File: src/rtl/mxcp_pkg.sv
package mxcp_pkg;

  // Strobes from decode/control to the output datapath, valid in the input cycle
  typedef struct packed {
    logic dispatch;  // forward the operation
    logic trap;      // extension word that must raise illegal
    logic foreign;   // word outside the extension
    logic zeroSrc;   // operand field selects the hard zero
  } ctlStrobes_t;

endpackage

File: src/rtl/mxcp_ctrl.sv
module mxcp_ctrl
  import mxcp_pkg::*;
#(
  parameter int WORD_W = 32,
  parameter int OPC_W = 5,
  parameter int IDX_W = 5,
  parameter int NUM_OPS = 23,
  parameter int CTL_OP = 17,
  parameter int ON_IMM = 0,
  parameter int OFF_IMM = 1,
  parameter logic [WORD_W-1:0] MATCH_MASK = 32'hFFFF_FC00,
  parameter logic [WORD_W-1:0] MATCH_VAL = 32'h0020_1000
) (
  input  logic              clk,
  input  logic              rstN,
  input  logic              instValid,
  input  logic [WORD_W-1:0] instWord,
  output ctlStrobes_t       strobes,
  output logic [OPC_W-1:0]  opField
);

  localparam int OPC_LSB = IDX_W;
  localparam logic [IDX_W-1:0] ZERO_IDX = {IDX_W{1'b1}};
  localparam logic [OPC_W-1:0] CTL_CODE = OPC_W'(CTL_OP);
  localparam logic [IDX_W-1:0] ON_CODE = IDX_W'(ON_IMM);
  localparam logic [IDX_W-1:0] OFF_CODE = IDX_W'(OFF_IMM);

  logic             enabled;
  logic [IDX_W-1:0] idxField;
  logic             isBase;
  logic             known;
  logic             isCtl;
  logic             wantOn;
  logic             wantOff;

  always_comb begin
    opField  = instWord[OPC_LSB +: OPC_W];
    idxField = instWord[IDX_W-1:0];
    isBase   = (instWord & MATCH_MASK) == MATCH_VAL;
    known    = isBase && (int'(opField) < NUM_OPS);
    isCtl    = known && (opField == CTL_CODE);
    wantOn   = isCtl && (idxField == ON_CODE);
    wantOff  = isCtl && (idxField == OFF_CODE);
  end

  always_comb begin
    strobes.foreign  = instValid && !known;
    strobes.trap     = instValid && known && !enabled && !wantOn;
    strobes.dispatch = instValid && known && !isCtl && enabled;
    strobes.zeroSrc  = (idxField == ZERO_IDX);
  end

  always_ff @(posedge clk) begin
    if (!rstN) begin
      enabled <= 1'b0;
    end else if (instValid && wantOn) begin
      enabled <= 1'b1;
    end else if (instValid && wantOff && enabled) begin
      enabled <= 1'b0;
    end
  end

  // an enable word sets the flag on the next cycle
  a_r4_enable_sets: assert property (@(posedge clk) disable iff (!rstN)
    (instValid && ((instWord & MATCH_MASK) == MATCH_VAL)
     && instWord[OPC_LSB +: OPC_W] == CTL_CODE && instWord[IDX_W-1:0] == ON_CODE)
    |=> enabled);

  // nothing is forwarded while the flag is clear
  a_r7_no_dispatch_disabled: assert property (@(posedge clk) disable iff (!rstN)
    !enabled |-> !strobes.dispatch);

  // foreign words leave the flag alone
  a_r2_foreign_keeps_flag: assert property (@(posedge clk) disable iff (!rstN)
    strobes.foreign |=> $stable(enabled));

  // control opcode with any other immediate is a no-op
  a_r6_ctl_noop: assert property (@(posedge clk) disable iff (!rstN)
    (instValid && isCtl && idxField != ON_CODE && idxField != OFF_CODE) |=> $stable(enabled));

endmodule

File: src/rtl/mxcp_dpath.sv
module mxcp_dpath
  import mxcp_pkg::*;
#(
  parameter int DATA_W = 64,
  parameter int OPC_W = 5,
  parameter int NUM_OPS = 23,
  parameter int CTL_OP = 17,
  parameter bit HAS_ZERO_IDX = 1'b1
) (
  input  logic              clk,
  input  logic              rstN,
  input  logic              inValid,
  input  ctlStrobes_t       strobes,
  input  logic [OPC_W-1:0]  opField,
  input  logic [DATA_W-1:0] srcData,
  output logic              dispValid,
  output logic [OPC_W-1:0]  dispOp,
  output logic [DATA_W-1:0] dispOperand,
  output logic              illegal,
  output logic              notOurs
);

  localparam logic [OPC_W-1:0] CTL_CODE = OPC_W'(CTL_OP);

  logic [DATA_W-1:0] operandSel;

  generate
    if (HAS_ZERO_IDX) begin : g_zeroIdx
      always_comb operandSel = strobes.zeroSrc ? '0 : srcData;
    end else begin : g_plain
      always_comb operandSel = srcData;
    end
  endgenerate

  always_ff @(posedge clk) begin
    if (!rstN) begin
      dispValid   <= 1'b0;
      illegal     <= 1'b0;
      notOurs     <= 1'b0;
      dispOp      <= '0;
      dispOperand <= '0;
    end else begin
      dispValid   <= strobes.dispatch;
      illegal     <= strobes.trap;
      notOurs     <= strobes.foreign;
      dispOp      <= strobes.dispatch ? opField : '0;
      dispOperand <= strobes.dispatch ? operandSel : '0;
    end
  end

  // a single outcome per word
  a_r10_one_outcome: assert property (@(posedge clk) disable iff (!rstN)
    $onehot0({dispValid, illegal, notOurs}));

  // payload is quiet without a dispatch
  a_r10_quiet_payload: assert property (@(posedge clk) disable iff (!rstN)
    !dispValid |-> (dispOp == '0 && dispOperand == '0));

  // every pulse is caused by an input word one cycle earlier
  a_r10_cause: assert property (@(posedge clk) disable iff (!rstN)
    (dispValid || illegal || notOurs) |-> $past(inValid));

  // only defined, non-control opcodes reach the coprocessor
  a_r8_op_legal: assert property (@(posedge clk) disable iff (!rstN)
    dispValid |-> (int'(dispOp) < NUM_OPS && dispOp != CTL_CODE));

  // the zero index yields a zero operand
  a_r9_zero_operand: assert property (@(posedge clk) disable iff (!rstN)
    (dispValid && $past(strobes.zeroSrc)) |-> dispOperand == '0);

endmodule

File: src/rtl/mxcp_decode_gate.sv
module mxcp_decode_gate
  import mxcp_pkg::*;
#(
  parameter int WORD_W = 32,
  parameter int DATA_W = 64,
  parameter int OPC_W = 5,
  parameter int IDX_W = 5,
  parameter int NUM_OPS = 23,
  parameter int CTL_OP = 17
) (
  input  logic              clk,
  input  logic              rstN,
  input  logic              instValid,
  input  logic [WORD_W-1:0] instWord,
  input  logic [DATA_W-1:0] srcData,
  output logic              dispValid,
  output logic [OPC_W-1:0]  dispOp,
  output logic [DATA_W-1:0] dispOperand,
  output logic              illegal,
  output logic              notOurs
);

  ctlStrobes_t      strobes;
  logic [OPC_W-1:0] opField;

  mxcp_ctrl #(
    .WORD_W(WORD_W), .OPC_W(OPC_W), .IDX_W(IDX_W),
    .NUM_OPS(NUM_OPS), .CTL_OP(CTL_OP)
  ) u_ctrl (
    .clk(clk), .rstN(rstN), .instValid(instValid), .instWord(instWord),
    .strobes(strobes), .opField(opField)
  );

  mxcp_dpath #(
    .DATA_W(DATA_W), .OPC_W(OPC_W), .NUM_OPS(NUM_OPS), .CTL_OP(CTL_OP)
  ) u_dpath (
    .clk(clk), .rstN(rstN), .inValid(instValid), .strobes(strobes),
    .opField(opField), .srcData(srcData),
    .dispValid(dispValid), .dispOp(dispOp), .dispOperand(dispOperand),
    .illegal(illegal), .notOurs(notOurs)
  );

endmodule

File: config.mk
export PLATFORM = sky130hd
export DESIGN_NAME = mxcp_decode_gate
export DESIGN_NICKNAME = d
export VERILOG_FILES = /design/src/rtl/mxcp_pkg.sv /design/src/rtl/mxcp_ctrl.sv /design/src/rtl/mxcp_dpath.sv /design/src/rtl/mxcp_decode_gate.sv
export SDC_FILE = /design/constraint.sdc
export NUM_CORES = 1
export LEC_CHECK = 0
export CAP_MARGIN = 20
export CORE_MARGIN = 5
export CORE_UTILIZATION = 33
export DETAILED_ROUTE_END_ITERATION = 10
export GPL_ROUTABILITY_DRIVEN = 0
export GPL_TIMING_DRIVEN = 0
export PLACE_DENSITY = 0.86
export SLEW_MARGIN = 20
export SYNTH_ARGS = -nofsm -noshare
export SYNTH_HDL_FRONTEND = slang
export SYNTH_SLANG_ARGS = --single-unit
File: constraint.sdc
create_clock -name clk -period 2.4 [get_ports clk]
set_input_delay 0.6 -clock clk [delete_from_list [all_inputs] [get_ports clk]]
set_output_delay 0.6 -clock clk [all_outputs]
set_load 0.05 [all_outputs]
==> flow_summary.toml <==
[critical_path]
critPathRequiredTime_ns = 2.67
crit_type = "input port to flop"
cp_cell_sequence = "clkdlybuf4s50_1 -> a211oi_2 -> nand4_2 -> nor4_4 -> buf_12 -> buf_6 -> and2_1"
crit_path_end_kind = "flop"
ff2ff_path_depth = 5
cpMaxStageDelayCell = "clkdlybuf4s50_1"
startpoint_type = "input port"
r2r_end = "u_dpath.dispOperand[56]"
rrSetupSlack_ns = 1.11
arrival_ns = 2.40
reg2reg_from = "u_ctrl.enabled"
crit_path_max_incr_delay_ns = 0.50
critPathMaxFanout = 10

[layout]
fin_util = 0.659
fillers = 478
n_antenna_cell = 0
drive_gt1_frac = 0.0879
finalNetCount = 458
ff_latch_area_um2 = 1460
stdcell_area_um2 = 4230
area_growth_pct = 91.6
multi_input_area_um2 = 676

[global_routing]
gr-total-overflow = 0
grt_max_degree = 14
grtUsageTotal = 0.144
antenna_found_initial = 0
grt_pass1_wl_um = 9350
grt_pass1_vias = 1947

[timing]
fin_skew_ns = 0.00861
slew_viol_final = 0
finalHoldViolations = 0
rsz0062_at_grt = "no"
fin_setup_tns_ns = 0
setup_ws_ns = 0.272
min_period_ns = 2.13
hold_ws_ns = 0.472
setup_viol = 0
slew_headroom = 0.579
max_freq_mhz = 470
tightest_slew_ns = 0.623
period_share = 0.887

[clocking]
holdBufCountCts = 0
insertion_delay_ns = 0.33
cts_buffers = 9
path_clk_slew_ns = 0.07
cts_root_buf = "clkbuf_8"
htreeDepth = 3
cts_sinks = 73
cts-resized-gates = 0
cts_buffer_depth = 2
cts_tree = "done"

[routing]
antenna_left = 0
vias = 1868
dr.pass1.iters = 4
routedWlPerCell_um = 13.8
drc = 0
drt_iter0_drc = 19
totalWireLength_um = 6100
viasPerCell = 4.24

[synthesis]
synthesis.area_um2 = 2210
yosysWarningCount = 0
synth_adder_area_share = 0
synth_edf_count = 0
synth_ff_type = "dfxtp_1"
netlist_instances = 177
synth-seq-area-share = 0.662
synth-xor-area-share = 0
syn_nets = 276
synth_compound_area_frac = 0.0130
ys_seq_elements = 73
syn_avg_cell_area_um2 = 12.5
synth_mux_area_frac = 0.00453
synthArstFlopShare = 0
synth_top_family_by_area = "simple AND/OR/NAND/NOR gates"
synth_cell_type_count = 19
yosys.area_share.simple = 0.288

[floorplan]
fp.coreArea_um2 = 6420
num_rows = 29
die_x_um = 91.8
io_pins = 171
die_h_um = 91.8
die_area_um2 = 8430
initial_utilization = 0.344

[placed_design]
pre_cts_slack_ns = -0.477
place_area_um2 = 4010
place_hpwl_um = 5020
io_buffers = 170

[pwr]
cellPowerDensity_nw_per_um2 = 555
p_leak_uw = 0.00161
peakVddDrop_uv = 376

[run_status]
status = "completed"

[worst_hold_path]
hold-path-endpoint = "u_dpath.illegal"
min_from = "u_ctrl.enabled"
hold_path.class = "flop to flop"
hold_path_depth = 1

[run]
drv_cap = 0
state kept, by name (all words and copies together) (netlist names):
signal               flops
u_dpath.dispOperand     64
u_dpath.dispOp           5
u_ctrl.enabled           1
u_dpath.dispValid        1
u_dpath.illegal          1
u_dpath.notOurs          1
logic make-up after synthesis:
kind of cell | after synthesis
simple gates | 93
compound gates | 3
buf+inv | 7
mux | 1
flops | 73
worst max-delay path by stage:
stage | startpoint | endpoint | slack (ns)
2_1_floorplan | instWord[15] | u_dpath.dispOperand[0] | 0.39
3_3_place_gp | instWord[28] | u_dpath.dispOperand[56] | -0.45
3_5_place_dp | instWord[28] | u_dpath.dispOperand[56] | -0.48
4_1_cts | instWord[9] | u_dpath.dispOperand[56] | 0.27
5_1_grt | instWord[9] | u_dpath.dispOperand[56] | 0.14
6_report | instWord[9] | u_dpath.dispOperand[56] | 0.27
through the flow:
| step | power (µW) | std cells |
|---|---|---|
| after global placement | 1420 | 424 |
| after detailed placement | 1420 | 424 |
| after global routing | 2450 | 441 |
| final | 2350 | 441 |
| after CTS | 2380 | 441 |
| after floorplan | 1250 | 177 |
per-layer routing:
| metal | wire (µm) | part of all wire | GRT usage | up-vias |
|---|---|---|---|---|
| met5 | 0 | 0 | 0 | - |
| met4 | 112 | 0.018 | 0.0743 | 0 |
| met3 | 762 | 0.12 | 0.0687 | 9 |
| met2 | 2940 | 0.48 | 0.248 | 124 |
| met1 | 2290 | 0.38 | 0.146 | 800 |
| li1 | - | - | - | 935 |
cells in the final DEF (no fill, tap or decap), types with 2 or more instances in the layout:
cell,count
nand3_1,2
nand4_2,2
nor4b_2,2
clkinvlp_4,3
nor2_1,2
buf_6,6
nor4_1,3
nand4_1,2
nor4_4,2
clkdlybuf4s50_1,170
nor4_2,2
and2_1,70
dfxtp_1,73
nand2_1,3
nor3_1,2
clkbuf_8,10
synthesized netlist by cell type (2+ instances only):
| cell | instances | area share |
|---|---|---|
| nor2_1 | 2 | 0.0034 |
| dfxtp_1 | 73 | 0.66 |
| and2_1 | 70 | 0.20 |
| nand4_1 | 2 | 0.0057 |
| nor4_2 | 2 | 0.011 |
| nand3_1 | 2 | 0.0045 |
| nor4_1 | 3 | 0.0085 |
| nor4_4 | 2 | 0.019 |
| buf_6 | 6 | 0.031 |
| nor3_1 | 2 | 0.0045 |
| nand4_2 | 2 | 0.011 |
| nand2_1 | 3 | 0.0051 |
| nor4b_2 | 2 | 0.014 |
layout make-up:
| class | instances | share of cell area |
|---|---|---|
| Multi-Input combinational cell | 97 | 0.160 |
| Tap cell | 77 | 0.0228 |
| Clock inverter | 6 | 0.0157 |
| Sequential cell | 73 | 0.345 |
| Timing Repair Buffer | 171 | 0.407 |
| Inverter | 1 | 0.000887 |
| Buffer | 6 | 0.0160 |
| Clock buffer | 10 | 0.0325 |
where the power goes:
group,internal [µW],switching (µW),total [µW]
clock,510,446,956
sequential,1210,0.163,1210
combinational,146,35.5,182
total,1870,482,2350
what timing repair did:
| item | in CTS | in global routing |
|---|---|---|
| buffers inserted | 1 | 0 |
| setup endpoints to repair | 60 | 0 |
| endpoints found under the hold margin | 0 | 0 |
worst max-delay path, delay by kind of cell:
kind	cells	cell delay (ns)
buffers and inverters	3	0.81
AO/OA/AOI/OAI	1	0.27
AND/OR/NAND/NOR	3	0.71
No activity file was read; power rests on OpenSTA's default activity.
